<file path="src/rtl/irq_pair_agg_pkg.sv">
package irq_pair_agg_pkg;
  localparam int GROUPS      = 4;
  localparam int CH_PER_GRP  = 2;
  localparam int CHANS       = GROUPS * CH_PER_GRP;
  localparam int GRP_PER_LN  = 2;
  localparam int LINES       = GROUPS / GRP_PER_LN;
  localparam int EVT_PER_CH  = 3;
  localparam int AUX_PER_GRP = 2;
  localparam int ADDR_W      = 8;
  localparam int DATA_W      = 8;
  localparam int GIDX_W      = $clog2(GROUPS);
  localparam int CIDX_W      = $clog2(CHANS);
  localparam int OFS_W       = 5;
  localparam int HALF_W      = DATA_W / 2;
  localparam int CNT_BIT     = 3;
  localparam int CHG_BIT     = 7;

  localparam logic [OFS_W-1:0]  OFS_STAT    = 5'h0B;
  localparam logic [ADDR_W-1:0] ID_VEC_ADDR = 8'h01;

  typedef struct packed {
    logic              maskWr;
    logic              statRd;
    logic              vecWr;
    logic              ackHit;
    logic [GIDX_W-1:0] grp;
  } strobe_t;
endpackage

</file>
<file path="src/rtl/irq_pair_agg_ctrl.sv">
module irq_pair_agg_ctrl
  import irq_pair_agg_pkg::*;
(
  input  logic [ADDR_W-1:0] ioAddr,
  input  logic              ioWrEn,
  input  logic              ioRdEn,
  input  logic              idWrEn,
  input  logic [ADDR_W-1:0] idAddr,
  input  logic              ackRdEn,
  input  logic [ADDR_W-1:0] ackAddr,
  output strobe_t           strb,
  output logic [GIDX_W-1:0] decGroup,
  output logic [CIDX_W-1:0] decChan,
  output logic [OFS_W-1:0]  decOffset
);
  logic ackValidAddr;

  assign decGroup  = ioAddr[ADDR_W-1 -: GIDX_W];
  assign decChan   = ioAddr[ADDR_W-1 -: CIDX_W];
  assign decOffset = ioAddr[OFS_W-1:0] ^ OFS_W'(1);

  // Even acknowledge addresses 0, 2, ... each serve one line
  always_comb begin
    ackValidAddr = 1'b0;
    for (int l = 0; l < LINES; l++) begin
      if (ackAddr == ADDR_W'(2 * l)) ackValidAddr = 1'b1;
    end
  end

  always_comb begin
    strb.grp    = decGroup;
    strb.maskWr = ioWrEn && (decOffset == OFS_STAT);
    strb.statRd = ioRdEn && (decOffset == OFS_STAT);
    strb.vecWr  = idWrEn && (idAddr == ID_VEC_ADDR);
    strb.ackHit = ackRdEn && ackValidAddr;
  end
endmodule

</file>
<file path="src/rtl/irq_pair_agg_dp.sv">
module irq_pair_agg_dp
  import irq_pair_agg_pkg::*;
(
  input  logic                                 clk,
  input  logic                                 rst_n,
  input  strobe_t                              strb,
  input  logic [CHANS*EVT_PER_CH-1:0]          evtSet,
  input  logic [CHANS*EVT_PER_CH-1:0]          evtClr,
  input  logic [GROUPS*AUX_PER_GRP-1:0]        auxSet,
  input  logic [GROUPS*AUX_PER_GRP-1:0]        auxClr,
  input  logic [DATA_W-1:0]                    ioWrData,
  input  logic [DATA_W-1:0]                    idWrData,
  output logic [GROUPS-1:0][DATA_W-1:0]        statusVec,
  output logic [GROUPS-1:0][DATA_W-1:0]        maskVec,
  output logic [DATA_W-1:0]                    vecQ,
  output logic [LINES-1:0]                     irqLine,
  output logic [DATA_W-1:0]                    ioRdData,
  output logic [DATA_W-1:0]                    ackData
);
  logic [GROUPS-1:0][DATA_W-1:0] setMap, clrMap, statNext, maskNext;

  // Scatter channel and auxiliary requests into status bit positions
  always_comb begin
    for (int g = 0; g < GROUPS; g++) begin
      setMap[g] = '0;
      clrMap[g] = '0;
      for (int k = 0; k < CH_PER_GRP; k++) begin
        for (int b = 0; b < EVT_PER_CH; b++) begin
          setMap[g][k*HALF_W+b] = evtSet[(g*CH_PER_GRP+k)*EVT_PER_CH+b];
          clrMap[g][k*HALF_W+b] = evtClr[(g*CH_PER_GRP+k)*EVT_PER_CH+b];
        end
      end
      setMap[g][CNT_BIT] = auxSet[g*AUX_PER_GRP];
      clrMap[g][CNT_BIT] = auxClr[g*AUX_PER_GRP];
      setMap[g][CHG_BIT] = auxSet[g*AUX_PER_GRP+1];
      clrMap[g][CHG_BIT] = auxClr[g*AUX_PER_GRP+1];
    end
  end

  for (genvar g = 0; g < GROUPS; g++) begin : gGrp
    assign statNext[g] = (statusVec[g] & ~clrMap[g]) | setMap[g];
    assign maskNext[g] = (strb.maskWr && strb.grp == GIDX_W'(g)) ? ioWrData : maskVec[g];

    always_ff @(posedge clk) begin
      if (!rst_n) begin
        statusVec[g] <= '0;
        maskVec[g]   <= '0;
      end else begin
        statusVec[g] <= statNext[g];
        maskVec[g]   <= maskNext[g];
      end
    end
  end

  // Lines follow the next-state values so they move with the registers
  for (genvar l = 0; l < LINES; l++) begin : gLine
    logic lineNext;
    always_comb begin
      lineNext = 1'b0;
      for (int j = 0; j < GRP_PER_LN; j++) begin
        lineNext = lineNext | (|(statNext[l*GRP_PER_LN+j] & maskNext[l*GRP_PER_LN+j]));
      end
    end
    always_ff @(posedge clk) begin
      if (!rst_n) irqLine[l] <= 1'b0;
      else        irqLine[l] <= lineNext;
    end
  end

  always_ff @(posedge clk) begin
    if (!rst_n)          vecQ <= '0;
    else if (strb.vecWr) vecQ <= idWrData;
  end

  assign ioRdData = strb.statRd ? statusVec[strb.grp] : '0;
  assign ackData  = strb.ackHit ? vecQ : '0;
endmodule

</file>
<file path="src/rtl/irq_pair_agg.sv">
module irq_pair_agg
  import irq_pair_agg_pkg::*;
(
  input  logic        clk,
  input  logic        rst_n,
  input  logic [23:0] evtSet,
  input  logic [23:0] evtClr,
  input  logic [7:0]  auxSet,
  input  logic [7:0]  auxClr,
  input  logic [7:0]  ioAddr,
  input  logic        ioWrEn,
  input  logic [7:0]  ioWrData,
  input  logic        ioRdEn,
  output logic [7:0]  ioRdData,
  output logic [1:0]  decGroup,
  output logic [2:0]  decChan,
  output logic [4:0]  decOffset,
  input  logic        idWrEn,
  input  logic [7:0]  idAddr,
  input  logic [7:0]  idWrData,
  input  logic        ackRdEn,
  input  logic [7:0]  ackAddr,
  output logic [7:0]  ackData,
  output logic [1:0]  irqLine
);
  strobe_t                       strb;
  logic [GROUPS-1:0][DATA_W-1:0] statusVec;
  logic [GROUPS-1:0][DATA_W-1:0] maskVec;
  logic [DATA_W-1:0]             vecQ;

  irq_pair_agg_ctrl u_ctrl (
    .ioAddr(ioAddr), .ioWrEn(ioWrEn), .ioRdEn(ioRdEn),
    .idWrEn(idWrEn), .idAddr(idAddr),
    .ackRdEn(ackRdEn), .ackAddr(ackAddr),
    .strb(strb), .decGroup(decGroup), .decChan(decChan), .decOffset(decOffset)
  );

  irq_pair_agg_dp u_dp (
    .clk(clk), .rst_n(rst_n), .strb(strb),
    .evtSet(evtSet), .evtClr(evtClr), .auxSet(auxSet), .auxClr(auxClr),
    .ioWrData(ioWrData), .idWrData(idWrData),
    .statusVec(statusVec), .maskVec(maskVec), .vecQ(vecQ),
    .irqLine(irqLine), .ioRdData(ioRdData), .ackData(ackData)
  );
endmodule

</file>
<file path="config.mk">
export PLATFORM = sky130hd
export DESIGN_NAME = irq_pair_agg
export DESIGN_NICKNAME = d
export VERILOG_FILES = /design/src/rtl/irq_pair_agg_pkg.sv /design/src/rtl/irq_pair_agg_ctrl.sv /design/src/rtl/irq_pair_agg_dp.sv /design/src/rtl/irq_pair_agg.sv
export SDC_FILE = /design/constraint.sdc
export NUM_CORES = 1
export LEC_CHECK = 0
export ABC_CLOCK_PERIOD_IN_PS = 3200
export CORE_ASPECT_RATIO = 0.6
export CORE_UTILIZATION = 30
export CTS_CLUSTER_SIZE = 16
export DETAILED_ROUTE_END_ITERATION = 6
export PLACE_DENSITY = 0.64
export RECOVER_POWER = 50
export SYNTH_ARGS = -nofsm -noshare
export SYNTH_HDL_FRONTEND = slang
export SYNTH_SLANG_ARGS = --single-unit
</file>
<file path="constraint.sdc">
create_clock -name clk -period 3.2 [get_ports clk]
set_clock_uncertainty 0.15 [all_clocks]
set_input_delay 0.64 -clock clk [delete_from_list [all_inputs] [get_ports clk]]
set_output_delay 0.64 -clock clk [all_outputs]
set_load 0.01 [all_outputs]
</file>
==> run_results.csv, run 1 <==
group,metric,value,unit
power,powerDensity,428,mW/mm^2
final_layout,area_growth,52.4,%
yosys,syn_area,0.00352,sq mm
global_route,grt_use_met3,0.0570,
global_route,antenna_found_initial,0,
setup_path,end_kind,"output port",
cts,holdBufCountCts,0,
global_route,grt_use_met1,0.251,
final_layout,regArea,0.00148,sq mm
power,ir_drop,0.000233,V
die,placementRows,30,
final_layout,multiInputGateArea,0.00184,sq mm
setup_path,start_kind,"input port",
drt,first_iter_violations,155,
yosys,avgSynthCellArea,9.67,sq um
yosys,synthCells,364,
global_route,grt.overflow.total,0,
drt,vias_per_cell,4.64,
final_layout,fill_cells,1093,
setup_path,r2r_cells,6,
final_layout,antenna_cells,0,
cts,clk_latency,340,ps
yosys,synth_top_flop_cell,"dfxtp_1",
sta,worst_pin_slew,1150,ps
die,chipWidth,142,um
yosys,async_flop_share,0,
global_route,use_met2,0.262,
sta,max_freq,318,MHz
power,cellLeakagePower,2.31,nW
die,num_io_pins,138,
yosys,ys_seq_area_frac,0.421,
outcome,status,"finished, final reports clean",
sta,period_share,0.984,
power,power,0.00230,W
cts,ctsLongestPathBuffers,2,
hold_path,hp-class,"flop to flop",
hold_path,hold_depth,2,
placed_design,numPortBuffers,134,
placed_design,gp_congestion,0.846,
global_route,grt_pass1_wl,16000,um
drt,drc_errors,0,
yosys,ys_types,34,
yosys,syn_nets,474,
sta,setup_tns,0,ps
global_route,grt_max_degree,32,
sta,drv_slew,0,
run,drv_cap,0,
cts,cts_root_buf,"clkbuf_16",
cts,cts_made_buffers,9,
sta,setup_violations,0,
placed_design,place_inst,650,
sta,rsz0062_at_grt,"false",
placed_design,dp_hpwl,8390,um
sta,max_slew_margin,0.231,
drt,drtAntennaViolNets,0,
die,core_area,0.0114,sq mm
cts,path_clk_slew,60,ps
cts,cts_sinks,74,
global_route,grt_pass1_vias,3044,
setup_path,cp_max_fo,8,
die,die_y,85.9,um
die,dieArea,0.0122,sq mm
drt,wirelength,10700,um
drt,wl_per_cell,16.0,um
drt,first_pass_iters,4,
yosys,yosys_warnings,0,
yosys,synth_edf_count,0,
cts,cts_tree,"built",
final_layout,drive_above_1_share,0.0807,
setup_path,critPathKind,"input port to output port",
setup_path,arrival,2360,ps
sta,period_needed,3150,ps
final_layout,stdcell_count,668,
yosys,ys_seq_elements,74,
die,start_util,0.309,
global_route,grt-busiest-layer,"met2",
setup_path,cp_data_required_time,2410,ps
drt,num_vias,3102,
sta,whs,362,ps
sta,hold_violations,0,
global_route,grtUsageTotal,0.179,
cts,h-tree-depth,3,
final_layout,fin_nets,613,
-- stage by stage --
stage | util | worst slack, ps | instance area [sq um]
3_5_place_dp | 0.444 | -44.7 | 5050
3_3_place_gp | 0.444 | -42.8 | 5050
4_1_cts | 0.472 | 2.36 | 5360
2_1_floorplan | - | 762 | 3520
6_report | 0.472 | 52.7 | 5370
5_1_grt | 0.472 | 8.92 | 5370
-- cell usage after synthesis (all sizes together) (2+ instances only) --
| library cell | count | area share |
|---|---|---|
| a21o | 8 | 0.017 |
| clkbuf | 10 | 0.011 |
| o22ai | 2 | 0.0036 |
| and2 | 17 | 0.030 |
| nor4 | 2 | 0.0036 |
| mux2i | 40 | 0.11 |
| a22oi | 7 | 0.015 |
| a21oi | 11 | 0.016 |
| nand3 | 7 | 0.010 |
| buf | 14 | 0.029 |
| o21a | 14 | 0.030 |
| nand4 | 6 | 0.011 |
| and3 | 2 | 0.0036 |
| dfxtp | 74 | 0.42 |
| nor2 | 6 | 0.0064 |
| nor2b | 73 | 0.13 |
| o41a | 2 | 0.0064 |
| o21ai | 29 | 0.041 |
| inv | 19 | 0.020 |
| nand4b | 2 | 0.0050 |
| mux4 | 8 | 0.051 |
-- flip-flops by register name, indices dropped and copies added, names as in the netlist --
name / count
u_dp.vecQ: 8
u_dp.irqLine: 2
u_dp.maskVec: 32
u_dp.statusVec: 32
-- worst max-delay path, cell delays in order --
cell             delay [ps]
clkdlybuf4s50_1         410
nor4_2                  260
and4b_2                 350
and2_1                  160
clkdlybuf4s50_1         540
-- routing by layer --
layer  part of all wire  wire, um
met1               0.51      5450
met2               0.41      4370
met3              0.066       704
met4              0.012       127
met5                  0         0
-- power breakdown --
group	switching, W	total (W)	internal (W)
combinational	0.000107	0.000302	0.000195
sequential	0.0000176	0.000967	0.000950
clock	0.000381	0.00103	0.000644
total	0.000506	0.00230	0.00179
-- final cells by class --
cell class                 instances  share of cell area
clock buffer                      12              0.0478
timing repair buffer             152               0.274
inverter                          19              0.0133
sequential                        74               0.276
multi-input combinational        247               0.342
clock inverter                     4             0.00933
tap                              160              0.0373
-- timing repair --
action | CTS | global route
pin swaps | 0 | 1
setup endpoints to repair | 8 | 10
resized for setup | 6 | 6
buffers inserted | 2 | 0
-- layout by cell type (no fill, tap or decap), types with 7 or more instances in the layout --
cell type	synthesis	layout
a21o_1	8	8
a21oi_1	11	11
a22oi_1	7	7
and2_1	17	12
buf_4	10	13
clkbuf_16	0	9
clkdlybuf4s50_1	0	112
dfxtp_1	74	74
dlygate4sd3_1	0	11
inv_1	19	19
mux2i_1	40	40
mux4_2	8	8
nand3_1	7	7
nor2b_1	73	73
o21a_1	14	14
o21ai_0	29	29
-- worst paths after layout --
kind                      from               end  slack (ps)
max reg2reg  u_dp.statusVec[3]   u_dp.irqLine[0]        1040
min           u_dp.maskVec[16]  u_dp.maskVec[16]         360
max                 ackAddr[0]        ackData[3]          50
min reg2reg   u_dp.maskVec[16]  u_dp.maskVec[16]         360
-- logic make-up (layout without fill, tap and decap cells) --
group                  after synthesis  in the layout  synth area share
AOI/OAI and AO/OA                   76             76             0.136
and+or+nand+nor                    122            122             0.215
buffers and inverters               43            187            0.0597
DFF                                 74             74             0.421
muxes                               49             49             0.168
No activity file was read; power rests on OpenSTA's default activity.
==> run 2, diff against run 1 <==
- GPL_TIMING_DRIVEN: unset -> 0
==> run 2 against run 1 <==
- global-route usage up 0.81 points
- sequential power hardly changed
- utilization is 0.95 points higher
- sequential cell count did not move
- setup slack gained 25 ps
- critical path type unchanged
- maximum frequency rose by 0.81%
- routed wire length up 4.2%
- clock power increased by 15%
- final cell count is 0.90% higher
- highest routed layer unchanged
- design area grew 2.0%
- die area stayed put
- total power is 7.5% higher
==> run_results.csv, run 2 (synthesis results as in run 1) <==
group,metric,value,unit
cts,ctsLongestPathBuffers,2,
hold_path,hp-class,"flop to flop",
setup_path,r2r_end,"u_dp.irqLine[0]",
hold_path,min_from,"u_dp.vecQ[6]",
global_route,grt.overflow.total,0,
sta,rsz0062_at_grt,"false",
final_layout,layout_common_cells,"clkdlybuf4s50_1 (118), dfxtp_1 (74), nor2b_1 (72)",
cts,post_cts_buffers,0,
final_layout,area_growth,55.5,%
hold_path,hold-path-endpoint,"u_dp.vecQ[6]",
global_route,grt_pass1_vias,3078,
die,dieArea,0.0122,sq mm
setup_path,cp_max_fo,8,
placed_design,numPortBuffers,133,
power,powerDensity,451,mW/mm^2
final_layout,fill_cells,1081,
setup_path,ff2ff_setup_slack,990,ps
die,placementRows,30,
cts,h-tree-depth,3,
drt,first_pass_iters,5,
cts,holdBufCountCts,0,
die,chipWidth,142,um
final_layout,drive_above_1_share,0.0875,
setup_path,start_kind,"input port",
global_route,grt_pass1_wl,16700,um
global_route,antenna_found_initial,0,
cts,cts_tree,"built",
sta,setup_violations,0,
drt,wirelength,11100,um
setup_path,critPathKind,"input port to output port",
setup_path,cp_data_required_time,2410,ps
power,cellLeakagePower,2.36,nW
power,seq_power_share,0.392,
die,core_area,0.0114,sq mm
drt,drc_errors,0,
drt,first_iter_violations,191,
drt,wl_per_cell,16.5,um
sta,whs,366,ps
sta,drv_slew,0,
sta,period_share,0.976,
cts,cts_root_buf,"clkbuf_16",
sta,worst_pin_slew,798,ps
die,start_util,0.309,
setup_path,r2r_cells,6,
global_route,grt_max_degree,13,
drt,vias_per_cell,4.74,
final_layout,antenna_cells,0,
power,intPower,0.00195,W
die,die_y,85.9,um
sta,period_needed,3120,ps
placed_design,dp_hpwl,8620,um
hold_path,hold_depth,2,
final_layout,fin_nets,619,
power,clock_power_share,0.480,
die,num_io_pins,138,
power,power,0.00247,W
global_route,grtUsageTotal,0.187,
setup_path,arrival,2330,ps
power,pwr-share-comb,0.128,
sta,max_slew_margin,0.468,
sta,hold_violations,0,
cts,cts_sinks,74,
run,drv_cap,0,
drt,drtAntennaViolNets,0,
setup_path,end_kind,"output port",
final_layout,layout_commonest_cell,"clkdlybuf4s50_1",
sta,max_freq,320,MHz
outcome,status,"finished, final reports clean",
power,p_switching,0.000515,W
final_layout,top_regs,"u_dp.maskVec (32), u_dp.statusVec (32), u_dp.vecQ (8)",
cts,clk_latency,330,ps
cts,path_clk_slew,60,ps
placed_design,gp_congestion,0.848,
setup_path,r2r_start,"u_dp.statusVec[3]",
power,p_sw_frac,0.209,
power,ir_drop,0.000261,V
drt,num_vias,3193,
cts,cts_made_buffers,9,
==> run 2: cell count changes in the layout (fill, tap and decap cells not counted), sizes merged <==
cell | before | now
clkbuf | 17 | 23
clkdlybuf4s50 | 112 | 118
dlygate4sd2 | 6 | 0
bufinv | 1 | 3
clkinvlp | 2 | 0
dlygate4sd3 | 11 | 9
buf | 14 | 13
bufbuf | 0 | 1
clkinv | 1 | 2
dlymetal6s2s | 4 | 5
==> run 2: worst max-delay path by stage <==
stage,from,cells past startpoint,slack (ps),endpoint
after CTS,ioAddr[7],5,40,ioRdData[7]
after floorplan,ioAddr[4],6,760,u_dp.irqLine[0]
final,ioAddr[4],5,80,ioRdData[0]
after global routing,ackAddr[3],5,3,ackData[7]
after detailed placement,ioAddr[7],5,-350,ioRdData[0]
after global placement,ioAddr[7],5,-340,ioRdData[6]
==> run 2: layer usage <==
layer / part of all wire / GRT usage
met5: 0 / 0
met4: 0.0088 / 0.0577
met3: 0.090 / 0.0570
met2: 0.41 / 0.261
met1: 0.50 / 0.273
==> run 2: area by class of cell <==
class	count	area, sq um	share of cell area
Sequential cell	74	1480	0.271
Multi-Input combinational cell	247	1850	0.339
Tap cell	160	200	0.0366
Buffer	24	141	0.0258
Clock inverter	5	100	0.0183
Clock buffer	11	253	0.0462
Inverter	19	71.3	0.0130
Timing Repair Buffer	134	1370	0.251
==> run 2: timing repair <==
item                                    CTS  global route
pin swaps                                 0             1
cloned                                    1             0
endpoints found under the hold margin     0             0
endpoints found under the setup margin   12            12
gates resized for setup                   7            10
==> run 2: through the flow <==
| stage | instances | setup TNS (ps) | area, sq um | utilization | setup slack (ps) |
|---|---|---|---|---|---|
| floorplan | 364 | 0 | 3520 | - | 762 |
| global placement | 657 | -2540 | 5050 | 0.444 | -340 |
| detailed placement | 657 | -2740 | 5050 | 0.444 | -353 |
| CTS | 674 | 0 | 5460 | 0.480 | 35.7 |
| global route | 674 | 0 | 5470 | 0.481 | 2.56 |
| finish | 674 | 0 | 5470 | 0.481 | 78.0 |
==> run 2: critical path: stages <==
cell             delay [ps]
clkdlybuf4s50_1         420
and4bb_4                400
nand3_4                 160
nor2b_1                 140
clkdlybuf4s50_1         570
==> run 2: power by group through the flow <==
stage                     Clock (W)  Combinational (W)  Sequential, W
after floorplan                   0           0.000117       0.000978
after global placement            0           0.000305       0.000987
after detailed placement          0           0.000308       0.000987
after CTS                   0.00120           0.000318       0.000967
after global routing        0.00124           0.000340       0.000969
final                       0.00118           0.000316       0.000968
